File: config.mk
export PLATFORM = sky130hd
export DESIGN_NAME = periodic_tap_timer
export DESIGN_NICKNAME = d
export VERILOG_FILES = /design/src/rtl/ptt_pkg.sv /design/src/rtl/ptt_timebase.sv /design/src/rtl/ptt_tap_edge.sv /design/src/rtl/ptt_status_fsm.sv /design/src/rtl/periodic_tap_timer.sv
export SDC_FILE = /design/constraint.sdc
export NUM_CORES = 1
export LEC_CHECK = 0
export BUFFER_PORTS_ARGS = -buffer_cell sky130_fd_sc_hd__buf_4
export CELL_PAD_IN_SITES_DETAIL_PLACEMENT = 1
export CELL_PAD_IN_SITES_GLOBAL_PLACEMENT = 1
export CORE_MARGIN = 2
export CORE_UTILIZATION = 32
export DETAILED_ROUTE_END_ITERATION = 6
export HOLD_SLACK_MARGIN = 0.15
export PLACE_DENSITY_LB_ADDON = 0.1
export SLEW_MARGIN = 5
export SYNTH_ARGS = -nofsm -noshare
export SYNTH_HDL_FRONTEND = slang
export SYNTH_HIERARCHICAL = 1
export SYNTH_SLANG_ARGS = --single-unit
File: constraint.sdc
create_clock -name clk -period 2.1 [get_ports clk]
set_input_delay 0.105 -clock clk [delete_from_list [all_inputs] [get_ports clk]]
set_output_delay 0.105 -clock clk [all_outputs]
set_load 0.05 [all_outputs]
File: src/rtl/ptt_pkg.sv
package ptt_pkg;

    typedef enum logic {
        PS_QUIET   = 1'b0,
        PS_PENDING = 1'b1
    } pend_state_e;

    function automatic int unsigned ptt_tap_bit(input int unsigned sel,
                                                input int unsigned hi,
                                                input int unsigned step);
        return hi - sel * step;
    endfunction

endpackage

File: src/rtl/ptt_timebase.sv
module ptt_timebase #(
    parameter int unsigned TB_W = 32
) (
    input  logic            clk,
    input  logic            rst_n,
    input  logic            tick_i,
    input  logic            wr_i,
    input  logic [TB_W-1:0] wdata_i,
    output logic [TB_W-1:0] tb_q_o,
    output logic [TB_W-1:0] tb_nxt_o
);

    logic [TB_W-1:0] tb_q;

    always_comb begin
        if (wr_i) begin
            tb_nxt_o = wdata_i;
        end else if (tick_i) begin
            tb_nxt_o = tb_q + 1'b1;
        end else begin
            tb_nxt_o = tb_q;
        end
    end

    always_ff @(posedge clk or negedge rst_n) begin
        if (!rst_n) begin
            tb_q <= '0;
        end else begin
            tb_q <= tb_nxt_o;
        end
    end

    assign tb_q_o = tb_q;


    tb_inc_chk: assert property (@(posedge clk) disable iff (!rst_n)
        (tick_i && !wr_i) |=> (tb_q == $past(tb_q) + 1'b1));


    tb_hold_chk: assert property (@(posedge clk) disable iff (!rst_n)
        (!tick_i && !wr_i) |=> $stable(tb_q));


    tb_load_chk: assert property (@(posedge clk) disable iff (!rst_n)
        wr_i |=> (tb_q == $past(wdata_i)));

endmodule

File: src/rtl/ptt_tap_edge.sv
module ptt_tap_edge
    import ptt_pkg::*;
#(
    parameter int unsigned TB_W     = 32,
    parameter int unsigned SEL_W    = 2,
    parameter int unsigned TAP_HI   = 20,
    parameter int unsigned TAP_STEP = 4
) (
    input  logic [TB_W-1:0]  tb_cur_i,
    input  logic [TB_W-1:0]  tb_nxt_i,
    input  logic [SEL_W-1:0] sel_i,
    output logic             hit_o
);

    localparam int unsigned N_TAPS = 1 << SEL_W;

    logic [N_TAPS-1:0] rise;

    for (genvar t = 0; t < N_TAPS; t++) begin : g_tap
        localparam int unsigned BITPOS = ptt_tap_bit(t, TAP_HI, TAP_STEP);
        assign rise[t] = !tb_cur_i[BITPOS] && tb_nxt_i[BITPOS];
    end

    assign hit_o = rise[sel_i];

endmodule

File: src/rtl/ptt_status_fsm.sv
module ptt_status_fsm
    import ptt_pkg::*;
(
    input  logic clk,
    input  logic rst_n,
    input  logic hit_i,
    input  logic ack_wr_i,
    input  logic ack_data_i,
    input  logic irq_en_i,
    output logic pending_o,
    output logic irq_o
);

    pend_state_e state_q, state_d;
    logic        ack;

    assign ack = ack_wr_i && ack_data_i;

    always_ff @(posedge clk or negedge rst_n) begin
        if (!rst_n) begin
            state_q <= PS_QUIET;
        end else begin
            state_q <= state_d;
        end
    end

    always_comb begin
        state_d = state_q;
        unique case (state_q)
            PS_QUIET:   state_d = hit_i ? PS_PENDING : PS_QUIET;
            PS_PENDING: state_d = (ack && !hit_i) ? PS_QUIET : PS_PENDING;
            default:    state_d = PS_QUIET;
        endcase
    end

    always_comb begin
        pending_o = (state_q == PS_PENDING);
        irq_o     = pending_o && irq_en_i;
    end


    sticky_hold_chk: assert property (@(posedge clk) disable iff (!rst_n)
        (pending_o && !ack) |=> pending_o);


    ack_clear_chk: assert property (@(posedge clk) disable iff (!rst_n)
        (ack && !hit_i) |=> !pending_o);


    irq_gate_chk: assert property (@(posedge clk) disable iff (!rst_n)
        !irq_en_i |-> !irq_o);

endmodule

File: src/rtl/periodic_tap_timer.sv
module periodic_tap_timer
    import ptt_pkg::*;
#(
    parameter int unsigned TB_W     = 32,
    parameter int unsigned SEL_W    = 2,
    parameter int unsigned TAP_HI   = 20,
    parameter int unsigned TAP_STEP = 4
) (
    input  logic             clk,
    input  logic             rst_n,
    input  logic             tick_i,
    input  logic             tb_wr_i,
    input  logic [TB_W-1:0]  tb_wdata_i,
    input  logic [SEL_W-1:0] period_sel_i,
    input  logic             irq_en_i,
    input  logic             ack_wr_i,
    input  logic             ack_data_i,
    output logic [TB_W-1:0]  tb_o,
    output logic             pending_o,
    output logic             irq_o
);

    logic [TB_W-1:0] tb_nxt;
    logic            hit;

    ptt_timebase #(.TB_W(TB_W)) u_timebase (
        .clk      (clk),
        .rst_n    (rst_n),
        .tick_i   (tick_i),
        .wr_i     (tb_wr_i),
        .wdata_i  (tb_wdata_i),
        .tb_q_o   (tb_o),
        .tb_nxt_o (tb_nxt)
    );

    ptt_tap_edge #(
        .TB_W     (TB_W),
        .SEL_W    (SEL_W),
        .TAP_HI   (TAP_HI),
        .TAP_STEP (TAP_STEP)
    ) u_tap_edge (
        .tb_cur_i (tb_o),
        .tb_nxt_i (tb_nxt),
        .sel_i    (period_sel_i),
        .hit_o    (hit)
    );

    ptt_status_fsm u_status (
        .clk        (clk),
        .rst_n      (rst_n),
        .hit_i      (hit),
        .ack_wr_i   (ack_wr_i),
        .ack_data_i (ack_data_i),
        .irq_en_i   (irq_en_i),
        .pending_o  (pending_o),
        .irq_o      (irq_o)
    );


    hit_sets_chk: assert property (@(posedge clk) disable iff (!rst_n)
        hit |=> pending_o);


    hit_beats_ack_chk: assert property (@(posedge clk) disable iff (!rst_n)
        (hit && ack_wr_i && ack_data_i) |=> pending_o);


    reselect_quiet_chk: assert property (@(posedge clk) disable iff (!rst_n)
        (!tick_i && !tb_wr_i) |-> !hit);


    wrap_quiet_chk: assert property (@(posedge clk) disable iff (!rst_n)
        (tick_i && !tb_wr_i && (&tb_o)) |-> !hit);


    always @(posedge clk) begin
        if (!rst_n) begin
            reset_quiet_chk: assert (!pending_o && !irq_o);
        end
    end

endmodule

After elaboration in Yosys (flattened, before gate mapping)
Cells that the tools add are included.

Bits in registers: 33. Bits of input ports: 41. Output and inout bits: 34. Word-level logic and storage cells: 26.

Add/subtract/negate cells: 1. Order comparisons: 1. Multiplexer cells: 7. Bitwise gates (word level): 1. Reduce and logical (&&, ||, !) cells: 13.

Operators with widths (count): $mux 32 (2); $add 32x1->32 const B (1); $logic_and 1x1->1 (7); $logic_not 1->1 (5); $lt 2x3->1 const B (1); $mux 1 (3); $bmux 1 s2 (1); $pmux 1 s2 (1); $reduce_bool 2->1 (1); $not 1->1 (1).

Logic depth before layout (Yosys ltp)
Word-level depth: 10. Gate-level depth with buffers: 10. Mapped depth without buffers: 8.

Modules after synthesis
Netlist, hierarchy kept.

By module, submodules not included: ptt_timebase (instances 1, cells each 210, area each 1859.3 µm², sequential area each 800.8 µm²); ptt_tap_edge (instances 1, cells each 5, area each 47.5 µm², sequential area each 0.0 µm²); ptt_status_fsm (instances 1, cells each 4, area each 42.5 µm², sequential area each 25.0 µm²).

Least setup slack after synthesis
OpenSTA, ideal clock, no wires.

Path type: flip-flop to flip-flop. Start point: reg u_timebase.tb_q[0] (netlist: u_timebase/tb_q_o[0]). End point: reg u_status.state_q (netlist: u_status/pending_o). Library setup time: 118 ps. Arrival: 2570 ps. Required time: 1982 ps. Slack: -588 ps. Cell stages (with the launch flop): 11. Path buffers: 2. Clock period less this slack: 2688 ps. Cell sequence: dfrtp_1 > ha_1 > and4_1 > clkbuf_2 > nand4_1 > clkbuf_1 > o31ai_1 > a31oi_1 > nor2b_1 > mux4_2 > a21o_1.

Longest elaborated chain between the ends: 10. Elaborated cells on any way between the ends: 14. Those cells by class: 1 x add/sub; 7 x mux; 6 x reduce/logical.

RTL lines: from (decl) (line ptt_timebase.sv:13) `logic [TB_W-1:0] tb_q;`; from (signal assigned) (line ptt_timebase.sv:29) `tb_q <= tb_nxt_o;`; $add 32x1->32 (*) (line ptt_timebase.sv:19) `tb_nxt_o = tb_q + 1'b1;`; $mux 32 (*) (line ptt_timebase.sv:18) `end else if (tick_i) begin`; $mux 32 (*) (line ptt_timebase.sv:16) `if (wr_i) begin`; named net tb_nxt[20] (line periodic_tap_timer.sv:23) `logic [TB_W-1:0] tb_nxt;`; $logic_and 1x1->1 (*) (line ptt_tap_edge.sv:21) `assign rise[t] = !tb_cur_i[BITPOS] && tb_nxt_i[BITPOS];`; $bmux 1 s2 (*) (line ptt_tap_edge.sv:24) `assign hit_o = rise[sel_i];`; $mux 1 (implied by the code) (*) (line ptt_tap_edge.sv:24); named net hit (line periodic_tap_timer.sv:24) `logic hit;`; $logic_not 1->1 (line ptt_status_fsm.sv:31) `PS_PENDING: state_d = (ack && !hit_i) ? PS_QUIET : PS_PENDING;`; $logic_and 1x1->1 (line ptt_status_fsm.sv:31); $mux 1 (line ptt_status_fsm.sv:31); $pmux 1 s2 (*) (line ptt_status_fsm.sv:29) `unique case (state_q)`; named net u_status.state_d (line ptt_status_fsm.sv:14) `pend_state_e state_q, state_d;`; to (signal assigned) (line ptt_status_fsm.sv:23) `state_q <= state_d;`; to (decl) (line ptt_status_fsm.sv:14).

Mark *: on every way through the listed nets, which the timed path passes. The rest lies on a longest branch. The select of a mux whose other input is x is not followed. A chain may end at the register's enable or synchronous reset.

Final worst setup path
Same ends and word-level chain as after synthesis.

==> impl_summary.txt <==
----------------------------------------------------
[Job]
  Number of maximum-capacitance constraint violations ... 0

[Timing]
  Final setup vio count ... 1
  Sum Neg Setup Slack ... -0.0942 ns
  Peak clock frequency supported by timing ... approximately 460 MHz
  Clock skew ... roughly 0.0064 ns
  Final critical path time including I/O delays and setup ... 2.19 ns
  Setup ws final ... -0.0942 ns
  Final Hold Viols ... 0
  Slew @ Worst Pin ... roughly 0.45 ns
  Unrepaired setup endpoints after global routing ... yes
  Crit share post-route ... 1.04
  Worst-case headroom to the max-slew limit ... 0.702
  Slew Viols, Final ... 0

[Critical path]
  Startpoint class of the critical path ... flip-flop
  Cell with the largest stage delay on the worst path ... mux4_2
  Kind of capture point of the worst setup path ... flip-flop
  Data required time of the worst path ... 2.28 ns
  Class of the most critical setup path ... flip-flop to flip-flop
  Cell type group with the largest total delay on the critical path ... simple AND/OR/NAND/NOR gates
  Highest cell delay on the worst timing path ... 0.45 ns
  CP Buf/Inv Count ... 1
  Maximum net fanout on the critical path ... 8
  Data arrival, critical path ... around 2.4 ns
  Critical Path, Cell by Cell ... ha_4 -> and4_4 -> nand4_1 -> buf_6 -> o31ai_4 -> a31oi_2 -> nor2b_2 -> mux4_2 -> a21o_1

[Global routing]
  Number of global-route vias before repair ... between 2000 and 2500
  Largest net degree at the start of global routing ... 34
  Total Routing Usage GR ... 0.213
  First-pass GRT wire length ... 11000 microns
  Remaining Overflow, GRT ... 0
  Initial antenna violation count ... 0

[Final layout]
  Number of antenna diodes ... 0
  Area of all placed cells without fillers ... 3260 sq um
  Fraction of final layout cells with drive strength greater than 1 ... 0.353
  Area growth syn-to-layout ... 67.5%
  Core Util, Final ... 0.551
  Number of nets in the finished design ... roughly 400

[Placed design]
  Cell area reported after detailed placement ... around 2800 sq um
  Count of buffers inserted at the top-level ports ... between 70 and 80
  Routability Congestion ... 0.769
  DP HPWL ... 4770 microns

[Clock tree]
  CTS tree ... built
  Total CTS buffers ... 5
  CTS HTree Levels ... 2
  Clk buf depth ... 2
  Sink Count ... 33
  Clock Pin Slew Worst Setup and Hold Paths ... 0.07 ns
  CTS Root Buffer Type ... clkbuf_8
  Clock insertion delay at the later pin of the skew report ... ~0.28 ns

[Synthesis]
  Most frequently used cell type in the post-synthesis netlist ... dfrtp_1
  Async set-reset flop share out of synthesis ... 1.00
  Syn_area_per_cell ... 8.90 sq um
  Register area share after synthesis ... 0.424
  Net count after synthesis ... between 200 and 300
  Instance count of the mapped netlist ... around 220
  Synth warn ... 6
  Post-synth top flop ... dfrtp_1
  Share of the synthesized area in the top cell type ... 0.424
  Top post-synthesis cells by area ... dfrtp_1 42%, a31oi_1 6.1%, o31ai_1 5.4%, or4_1 5.4%, nand2_1 4.6%
  Number of register bits inferred by synthesis ... 33
  Most numerous cell types in the synthesized netlist ... 33 x dfrtp_1, 24 x nand2_1, 20 x nor2_1, 19 x a31oi_1, 16 x o21ai_0
  Largest area contributor in the netlist ... dfrtp_1
  Post-synth design cell area ... slightly below 2000 sq um
  Number of enable flip-flop cells after synthesis ... 0
  Unique masters post-synth ... 34

[Die]
  Die X-Extent ... approximately 80 microns
  I/O pin total ... 75
  Starting utilization of the core area ... 0.329
  Core region area ... approximately 6000 sq um
  Vertical die dimension ... slightly above 80 microns
  Cell row count ... 28
  Die area ... between 6000 and 7000 sq um

[Pwr]
  Portion of total power attributed to the clock network ... 0.245
  Net Switching ... 739 uW
  Switching portion of total power ... 0.367
  Cell-internal power ... 1.28 mW
  Max IR drop VDD ... roughly 0.00030 V
  Overall power after layout ... 2.01 mW
  Part of the total power dissipated in sequential elements ... 0.383
  Leakage ... around 1.4 nW
  PwrDens ... between 600 and 700 nW/um^2
  Part of the total power dissipated in combinational logic ... 0.372

[Route]
  Initial DRC count ... 65
  Vias post-DR ... between 2000 and 2500
  Avg WL per Cell ... about 15 microns
  Routed Wire Length ... around 6600 microns
  Number of vias per cell ... ~5.2
  Routed Antenna Nets ... 0
  DRC errors left ... 0
  Detailed-routing iteration count for the pre-antenna-repair pass ... 4

[Outcome]
  Outcome ... finished with violations
  Violations in the final reports ... negative setup slack

[Hold path]
  Worst hold-check path type ... input port to flip-flop

----------------------------------------------------
worst reg2reg max path: cells and delay by family (launching register included):
kind	cells	cell delay (ns)
AND/OR/NAND/NOR	3	0.49
adder cells (fa/ha/maj)	1	0.14
flip-flops	1	0.39
buffers and inverters	1	0.17
AO/OA/AOI/OAI	3	0.46
multiplexers	1	0.45
metrics by stage:
step | worst slack, ns | cells | hold WS (ns)
2_1_floorplan | -0.358 | 219 | -0.191
3_3_place_gp | -0.0660 | 381 | 0.0817
3_5_place_dp | -0.0862 | 381 | 0.0847
4_1_cts | -0.0402 | 428 | 0.169
5_1_grt | -0.172 | 429 | 0.182
6_report | -0.0942 | 429 | 0.169
path summary, 6_finish.rpt:
path	start	to	slack [ns]	cells after the start
setup / recovery	u_timebase/tb_q_o[0]	u_status/pending_o	-0.09	9
hold / removal	period_sel_i[0]	u_status/pending_o	0.17	3
setup reg to reg	u_timebase/tb_q_o[0]	u_status/pending_o	-0.09	9
hold reg to reg	u_status/pending_o	u_status/pending_o	0.51	1
max in group asynchronous	rst_n	u_timebase/tb_q_o[1]	1.45	2
min in group asynchronous	rst_n	u_timebase/tb_q_o[21]	0.31	2
final cells by class:
cell class,count,area [sq um]
tap,75,93.8
fill,696,2660
inverter,4,15.0
multi-input combinational,169,1080
sequential,33,832
timing repair buffer,140,1150
clock buffer,8,90.1
cell families (layout without fill, tap and decap cells):
family,after synthesis,count (layout),share of synthesized area
buffers and inverters,17,152,0.0398
adder cells (fa/ha/maj),1,1,0.00642
AND/OR/NAND/NOR,102,102,0.289
multiplexers,3,3,0.0225
AO/OA/AOI/OAI,52,52,0.169
flip-flops,33,33,0.424
XOR/XNOR,11,11,0.0494
layout by cell type, fill, tap and decap left out:
master / n
nor2b_1: 3
or4_4: 1
buf_4: 101
nor2_1: 20
and4_4: 1
buf_6: 1
or4_1: 14
mux4_2: 1
xor2_1: 6
clkbuf_1: 2
a21o_1: 1
o21ai_0: 16
dfrtp_2: 5
ha_4: 1
a31oi_1: 18
mux2i_1: 1
clkbuf_8: 6
o31a_1: 2
or3_2: 1
mux2_2: 1
or3_1: 4
nand3_1: 9
inv_1: 4
and4_1: 2
nand4_2: 2
and4_2: 1
nand4_1: 9
dlygate4sd3_1: 38
nand2_1: 24
nor4_1: 1
and2_1: 4
nor2b_2: 1
o31ai_1: 13
nand2b_1: 1
a31oi_2: 1
o31ai_4: 1
dfrtp_1: 28
xnor2_1: 5
and3_1: 4
per-layer routing:
metal  up-vias  wire, microns  track usage
met5         -              0            0
met4         0             93       0.0683
met3        10            229       0.0286
met2        53           3220        0.371
met1      1073           3060        0.272
li1       1088              -            -
state kept, by name (all words and copies together), names as in the netlist:
name / count
u_status/pending_o: 1
u_timebase/tb_q_o: 32
power groups by stage:
| stage | Clock, mW | Combinational (mW) | Sequential, mW |
|---|---|---|---|
| after global placement | 0 | 0.680 | 0.777 |
| after global routing | 0.540 | 0.803 | 0.783 |
| after detailed placement | 0 | 0.689 | 0.782 |
| after CTS | 0.514 | 0.750 | 0.772 |
| after floorplan | 0 | 0.169 | 1.01 |
| final | 0.493 | 0.749 | 0.772 |
what timing repair did:
action                     in CTS  in global routing
hold buffers                   38                  0
gates resized for setup         3                  3
setup endpoints to repair       1                  1
hold endpoints to repair       65                  0
setup buffers                   1                  1
pin swaps                       3                  1
Power figures use the tool's default switching activity.
